### config.mk
export PLATFORM = sky130hd
export DESIGN_NAME = phy_init_seq
export DESIGN_NICKNAME = d
export VERILOG_FILES = /design/src/rtl/phy_init_pkg.sv /design/src/rtl/phy_init_regs.sv /design/src/rtl/phy_init_phase_ctrl.sv /design/src/rtl/phy_init_seq.sv
export SDC_FILE = /design/constraint.sdc
export NUM_CORES = 1
export LEC_CHECK = 0
export ABC_AREA = 1
export BUFFER_PORTS_ARGS = -buffer_cell sky130_fd_sc_hd__buf_4
export CAP_MARGIN = 40
export CELL_PAD_IN_SITES_DETAIL_PLACEMENT = 0
export CELL_PAD_IN_SITES_GLOBAL_PLACEMENT = 2
export CORE_MARGIN = 3
export CORE_UTILIZATION = 30
export DETAILED_ROUTE_END_ITERATION = 10
export GPL_TIMING_DRIVEN = 0
export PLACE_DENSITY_LB_ADDON = 0.1
export SYNTH_ARGS = -nofsm -noshare
export SYNTH_HDL_FRONTEND = slang
export SYNTH_SLANG_ARGS = --single-unit
### constraint.sdc
create_clock -name clk -period 2 [get_ports clk]
set_input_delay 0.3 -clock clk [delete_from_list [all_inputs] [get_ports clk]]
set_output_delay 0.3 -clock clk [all_outputs]
set_load 0.01 [all_outputs]
### src/rtl/phy_init_pkg.sv
package phy_init_pkg;
  typedef enum logic [2:0] {
    PH_IDLE = 3'd0,
    PH_EN   = 3'd1,
    PH_GAP  = 3'd2,
    PH_RST  = 3'd3,
    PH_USE  = 3'd4,
    PH_TAIL = 3'd5
  } phase_t;
endpackage

### src/rtl/phy_init_regs.sv
module phy_init_regs #(
  parameter int REG_W = 32
) (
  input  logic             clk,
  input  logic             rst_n,
  input  logic             wr_en,
  input  logic [REG_W-1:0] wr_data,
  input  logic             busy,
  output logic [REG_W-1:0] rd_data,
  output logic             start_req
);
  localparam int START_BIT = REG_W - 1;

  logic [START_BIT-1:0] store_q, store_d;

  always_comb begin
    store_d = store_q;
    if (wr_en) store_d = wr_data[START_BIT-1:0];
  end

  always_ff @(posedge clk or negedge rst_n) begin
    if (!rst_n) store_q <= '0;
    else if (wr_en) store_q <= store_d;
  end

  assign start_req = wr_en & wr_data[START_BIT] & ~busy;
  assign rd_data   = {busy, store_q};

  // a write always lands in the read-back bits one cycle later
  p_store_r11: assert property (@(posedge clk) disable iff (!rst_n)
    wr_en |=> (rd_data[START_BIT-1:0] == $past(wr_data[START_BIT-1:0])));
endmodule

### src/rtl/phy_init_phase_ctrl.sv
module phy_init_phase_ctrl
  import phy_init_pkg::*;
#(
  parameter int FIELD_W     = 4,
  parameter int TAIL_CYCLES = 8
) (
  input  logic                 clk,
  input  logic                 rst_n,
  input  logic                 start_req,
  input  logic [4*FIELD_W-1:0] cfg_in,
  output logic                 busy,
  output logic                 done,
  output logic                 sync_en,
  output logic                 sync_rst
);
  localparam int CFG_W   = 4 * FIELD_W;
  localparam int RST_LSB = 0;
  localparam int GAP_LSB = FIELD_W;
  localparam int EN_LSB  = 2 * FIELD_W;
  localparam int USE_LSB = 3 * FIELD_W;
  localparam int TAIL_W  = $clog2(TAIL_CYCLES + 1);
  localparam int CNT_W   = (FIELD_W > TAIL_W) ? FIELD_W : TAIL_W;

  phase_t           st_q, st_d;
  logic [CNT_W-1:0] cnt_q, cnt_d;
  logic [CFG_W-1:0] lat_q, lat_d;
  logic             done_q, done_d;
  logic             adv;

  function automatic logic [CNT_W-1:0] dur_of(phase_t p, logic [CFG_W-1:0] f);
    logic [CNT_W-1:0] r;
    case (p)
      PH_EN:   r = CNT_W'(f[EN_LSB  +: FIELD_W]);
      PH_GAP:  r = CNT_W'(f[GAP_LSB +: FIELD_W]);
      PH_RST:  r = CNT_W'(f[RST_LSB +: FIELD_W]);
      PH_USE:  r = CNT_W'(f[USE_LSB +: FIELD_W]);
      PH_TAIL: r = CNT_W'(TAIL_CYCLES);
      default: r = '0;
    endcase
    return r;
  endfunction

  // first phase after cur whose duration is non-zero; the tail is never empty
  function automatic phase_t next_active(phase_t cur, logic [CFG_W-1:0] f);
    phase_t r;
    logic   found;
    r     = PH_TAIL;
    found = 1'b0;
    for (int i = 1; i <= 5; i++) begin
      if (!found && (i > int'(cur)) && (dur_of(phase_t'(3'(i)), f) != '0)) begin
        r     = phase_t'(3'(i));
        found = 1'b1;
      end
    end
    return r;
  endfunction

  assign adv = (st_q != PH_IDLE) | start_req;

  always_comb begin
    st_d   = st_q;
    cnt_d  = cnt_q;
    lat_d  = lat_q;
    done_d = 1'b0;
    if (st_q == PH_IDLE) begin
      if (start_req) begin
        lat_d = cfg_in;
        st_d  = next_active(PH_IDLE, cfg_in);
        cnt_d = dur_of(st_d, cfg_in) - 1'b1;
      end
    end else if (cnt_q == '0) begin
      if (st_q == PH_TAIL) begin
        st_d   = PH_IDLE;
        done_d = 1'b1;
      end else begin
        st_d  = next_active(st_q, lat_q);
        cnt_d = dur_of(st_d, lat_q) - 1'b1;
      end
    end else begin
      cnt_d = cnt_q - 1'b1;
    end
  end

  always_ff @(posedge clk or negedge rst_n) begin
    if (!rst_n) begin
      st_q  <= PH_IDLE;
      cnt_q <= '0;
      lat_q <= '0;
    end else if (adv) begin
      st_q  <= st_d;
      cnt_q <= cnt_d;
      lat_q <= lat_d;
    end
  end

  always_ff @(posedge clk or negedge rst_n) begin
    if (!rst_n) done_q <= 1'b0;
    else        done_q <= done_d;
  end

  assign busy     = (st_q != PH_IDLE);
  assign done     = done_q;
  assign sync_en  = (st_q == PH_EN);
  assign sync_rst = (st_q == PH_RST);

  // tail length monitor for R6
  logic [CNT_W:0] tail_run_q;
  always_ff @(posedge clk or negedge rst_n) begin
    if (!rst_n)               tail_run_q <= '0;
    else if (st_q == PH_TAIL) tail_run_q <= tail_run_q + 1'b1;
    else                      tail_run_q <= '0;
  end

  p_start_busy_r2: assert property (@(posedge clk) disable iff (!rst_n)
    start_req |=> busy);
  p_strobe_excl_r5: assert property (@(posedge clk) disable iff (!rst_n)
    !(sync_en && sync_rst));
  p_tail_len_r6: assert property (@(posedge clk) disable iff (!rst_n)
    (st_q != PH_TAIL && tail_run_q != '0) |-> (tail_run_q == (CNT_W+1)'(TAIL_CYCLES)));
  p_done_edge_r7: assert property (@(posedge clk) disable iff (!rst_n)
    done |-> (!busy && $past(busy)));
  p_fell_done_r7: assert property (@(posedge clk) disable iff (!rst_n)
    $fell(busy) |-> done);
  p_lat_hold_r8: assert property (@(posedge clk) disable iff (!rst_n)
    (busy && $past(busy)) |-> $stable(lat_q));
endmodule

### src/rtl/phy_init_seq.sv
module phy_init_seq #(
  parameter int REG_W       = 32,
  parameter int FIELD_W     = 4,
  parameter int TAIL_CYCLES = 8
) (
  input  logic             clk,
  input  logic             rst_n,
  input  logic             wr_en,
  input  logic [REG_W-1:0] wr_data,
  output logic [REG_W-1:0] rd_data,
  output logic             busy,
  output logic             done,
  output logic             sync_en,
  output logic             sync_rst
);
  localparam int CFG_W = 4 * FIELD_W;

  logic start_req;

  phy_init_regs #(.REG_W(REG_W)) u_regs (
    .clk       (clk),
    .rst_n     (rst_n),
    .wr_en     (wr_en),
    .wr_data   (wr_data),
    .busy      (busy),
    .rd_data   (rd_data),
    .start_req (start_req)
  );

  phy_init_phase_ctrl #(.FIELD_W(FIELD_W), .TAIL_CYCLES(TAIL_CYCLES)) u_ctrl (
    .clk       (clk),
    .rst_n     (rst_n),
    .start_req (start_req),
    .cfg_in    (wr_data[CFG_W-1:0]),
    .busy      (busy),
    .done      (done),
    .sync_en   (sync_en),
    .sync_rst  (sync_rst)
  );

  // a write with the start bit clear never ends a run early
  p_no_abort_r9: assert property (@(posedge clk) disable iff (!rst_n)
    (busy && wr_en && !wr_data[REG_W-1] && !done) |=> (busy || done));
endmodule

==> out/summary.md <==
- **post-synthesis cell count** 302
- **R2R Path Start** u_ctrl.st_q[2]$_DFFE_PN0P_
- **max-cap check violation count** 0
- **type of destination of the critical path** flop
- **all-layer global routing usage** 15.4%
- **Cell Pwr Density** 1190 mW/mm^2
- **min-delay worst type** input port to async pin
- **cell area after synthesis** 0.00263 mm^2
- **GRT Residual Overflow** 0
- **first-pass GRT wire length** 12000 um
- **largest clock skew in the final design** 0.00916 ns
- **detailed-routing iteration count for the pre-antenna-repair pass** 5
- **WHS** 0.0416 ns
- **initial core utilization** 31.4%
- **Setup-failing EPs final** 0
- **relative max-transition margin** 52.9%
- **top library cells by usage in the layout, fill and taps aside** sky130_fd_sc_hd__buf_4 (75), sky130_fd_sc_hd__nand2_1 (64), sky130_fd_sc_hd__dfrtp_1 (54)
- **sequential area share after synthesis** 52.3%
- **TritonCTS clock tree** yes
- **Syn Area/Cell** 8.71 um^2
- **number of global-route vias before repair** 2371
- **largest net degree at the start of global routing** 56
- **number of nets produced by synthesis** 338
- **Reg clk slew, reported paths** 0.10 ns
- **Die Y** 99.6 um
- **data required time at the worst endpoint** 2.21 ns
- **Port Buf Inserts** 70
- **post-layout minimum cycle time** 1.93 ns
- **top cells by area in the synthesized netlist** sky130_fd_sc_hd__dfrtp_1 (52%), sky130_fd_sc_hd__nand2_1 (9.3%), sky130_fd_sc_hd__mux2_2 (6.4%), sky130_fd_sc_hd__nor2_1 (5.6%), sky130_fd_sc_hd__a21oi_1 (4.2%)
- **status** completed
- **antenna diode count** 0
- **endpoint of the most critical register-to-register path** u_ctrl.cnt_q[2]$_DFFE_PN0P_
- **flop-to-flop setup slack** 0.07 ns
- **die area** 0.00993 mm^2
- **antenna-violating nets left** 0
- **clock tree buffer depth** 2
- **vias per std cell** 4.61
- **total number of clock tree sinks** 55
- **highest clock frequency the design can meet** 519 MHz
- **fill cell count** 875
- **Site Rows** 33
- **half-perimeter wire length after detailed placement** 5550 um
- **Core Footprint** 0.00838 mm^2
- **Root Driver** sky130_fd_sc_hd__clkbuf_8
- **arrival time at the worst endpoint** 2.14 ns
- **period utilisation layout** 96.4%
- **GPL Wtd Cong** 0.776
- **layout cells sized above 1** 33.1%
- **fin. max-slew vios** 0
- **worst r2r path cells** 13
- **count of final hold-check violations** 0
- **worst voltage drop across the vdd grid** 0.412 mV
- **Setup crit start kind** flop
- **total CTS buffers** 5
- **crit path kind** flop to flop
- **overall via count from detail_route** 2254
- **area share of the largest cell type after synthesis** 52.3%
- **highest net fanout along the worst path** 6
- **RSZ-0062 raised after global routing** yes
- **number of synthesized register bits** 55
- **detailed-route DRC error count** 0
- **total leakage power** 0.00167 uW
- **most common cell after layout, fill and taps aside** sky130_fd_sc_hd__buf_4
- **Clock Latency Late Sink** 0.31 ns
- **drt total wl** 7210 um
- **transition time at the pin with the least slew margin** 0.706 ns
- **Synth-to-Final Area Change** 30.5%
- **count of different cell masters after synthesis** 31
- **IO Count** 71
- **initial antenna violation count** 0
- **Detailed Route Iter0 Violations** 62
- **wire per inst** 14.8 um
- **cell taking the most area after synthesis** sky130_fd_sc_hd__dfrtp_1
- **final net count** 419
- **Post-Place Setup Slack** -0.109 ns
- **H-Tree Level Count** 2
- **overall die width** 99.6 um
- **synthesis warning total** 0
- **post-layout worst setup margin** 0.0730 ns
-- routing by layer --
layer | vias up | track usage (%) | wire [um]
li1 | 1141 | - | -
met1 | 1045 | 20.9 | 3360
met2 | 59 | 23.9 | 3270
met3 | 9 | 4.56 | 442
met4 | 0 | 4.62 | 136
met5 | - | 0 | 0
-- state kept, by name (all words and copies together) (netlist names) --
register and count:
u_ctrl.cnt_q 4, u_ctrl.done 1, u_ctrl.lat_q 16, u_ctrl.st_q 3, u_regs.store_q 31
-- critical path: stages (launching register included) --
cell and delay (ns):
sky130_fd_sc_hd__dfrtp_1 0.42, sky130_fd_sc_hd__inv_2 0.10, sky130_fd_sc_hd__nand2_4 0.07, sky130_fd_sc_hd__nor2_4 0.20, sky130_fd_sc_hd__nand2_4 0.11, sky130_fd_sc_hd__nand3_1 0.09
sky130_fd_sc_hd__nand2_1 0.07, sky130_fd_sc_hd__a21oi_2 0.12, sky130_fd_sc_hd__nand2_1 0.08, sky130_fd_sc_hd__a21oi_2 0.16, sky130_fd_sc_hd__ha_2 0.21, sky130_fd_sc_hd__nand3_1 0.07
sky130_fd_sc_hd__nand3_1 0.09, sky130_fd_sc_hd__nand2_1 0.05
-- cells in the mapped netlist, drive strengths merged --
| master | count |
|---|---|
| a211oi | 1 |
| a21oi | 23 |
| a31oi | 2 |
| buf | 4 |
| clkbuf | 6 |
| dfrtp | 55 |
| ha | 1 |
| inv | 33 |
| mux2 | 15 |
| nand2 | 69 |
| nand3 | 15 |
| nand4 | 3 |
| nor2 | 42 |
| nor4 | 2 |
| o2111ai | 1 |
| o211ai | 3 |
| o21ai | 23 |
| o21bai | 1 |
| o22ai | 1 |
| o2bb2ai | 1 |
| or2 | 1 |
-- through the flow --
step | setup TNS [ns] | instance area [um^2] | cells | util [%] | power, uW
6_report | 0 | 3430 | 489 | 41.0 | 4080
5_1_grt | -0.266 | 3430 | 489 | 41.0 | 4470
4_1_cts | 0 | 3390 | 487 | 40.4 | 4040
3_5_place_dp | -0.193 | 3290 | 477 | 39.2 | 3390
3_3_place_gp | -0.259 | 3290 | 477 | 39.2 | 3380
2_1_floorplan | 0 | 2630 | 302 | - | 2790
-- layout make-up --
cell class                 instances  area (um^2)  area share, %
sequential                        55         1380           40.1
multi-input combinational        204         1110           32.4
timing repair buffer              74          559           16.3
tap                              105          131           3.83
inverter                          33          126           3.68
clock buffer                       7         76.3           2.22
buffer                            10         45.0           1.31
clock inverter                     1         5.00          0.146
-- where the power goes --
part	internal (uW)	total [uW]	switching, uW	leakage, uW
clock network	247	603	356	0.0000422
logic	767	1830	1060	0.000981
registers	1400	1650	250	0.000651
-- worst max-delay path by stage --
stage | startpoint | to | slack (ns) | cells after the start
finish | u_ctrl.st_q[2]$_DFFE_PN0P_ | u_ctrl.cnt_q[2]$_DFFE_PN0P_ | 0.07 | 13
global route | u_ctrl.st_q[2]$_DFFE_PN0P_ | u_ctrl.cnt_q[2]$_DFFE_PN0P_ | -0.09 | 13
CTS | u_ctrl.st_q[2]$_DFFE_PN0P_ | u_ctrl.cnt_q[2]$_DFFE_PN0P_ | 0.006 | 11
detailed placement | wr_data[11] | u_ctrl.cnt_q[2]$_DFFE_PN0P_ | -0.11 | 12
global placement | u_ctrl.st_q[2]$_DFFE_PN0P_ | u_ctrl.cnt_q[2]$_DFFE_PN0P_ | -0.15 | 11
floorplan | u_ctrl.st_q[0]$_DFFE_PN0P_ | u_ctrl.cnt_q[2]$_DFFE_PN0P_ | 0.31 | 15
-- kinds of logic after synthesis --
family | Yosys count | synth area share (%)
AO/OA/AOI/OAI | 56 | 11.7
flip-flops | 55 | 52.3
AND/OR/NAND/NOR | 132 | 22.6
buffers and inverters | 43 | 6.42
adder cells (fa/ha/maj) | 1 | 0.476
multiplexers | 15 | 6.42
-- timing repair --
action                                  4_1_cts  5_1_grt
hold buffers                                  0        0
pin swaps                                     2        2
gates resized for setup                       1       11
endpoints found under the setup margin        2        4
cloned                                        0        0
setup buffers                                 2        2
(Power assumes the default switching activity.)
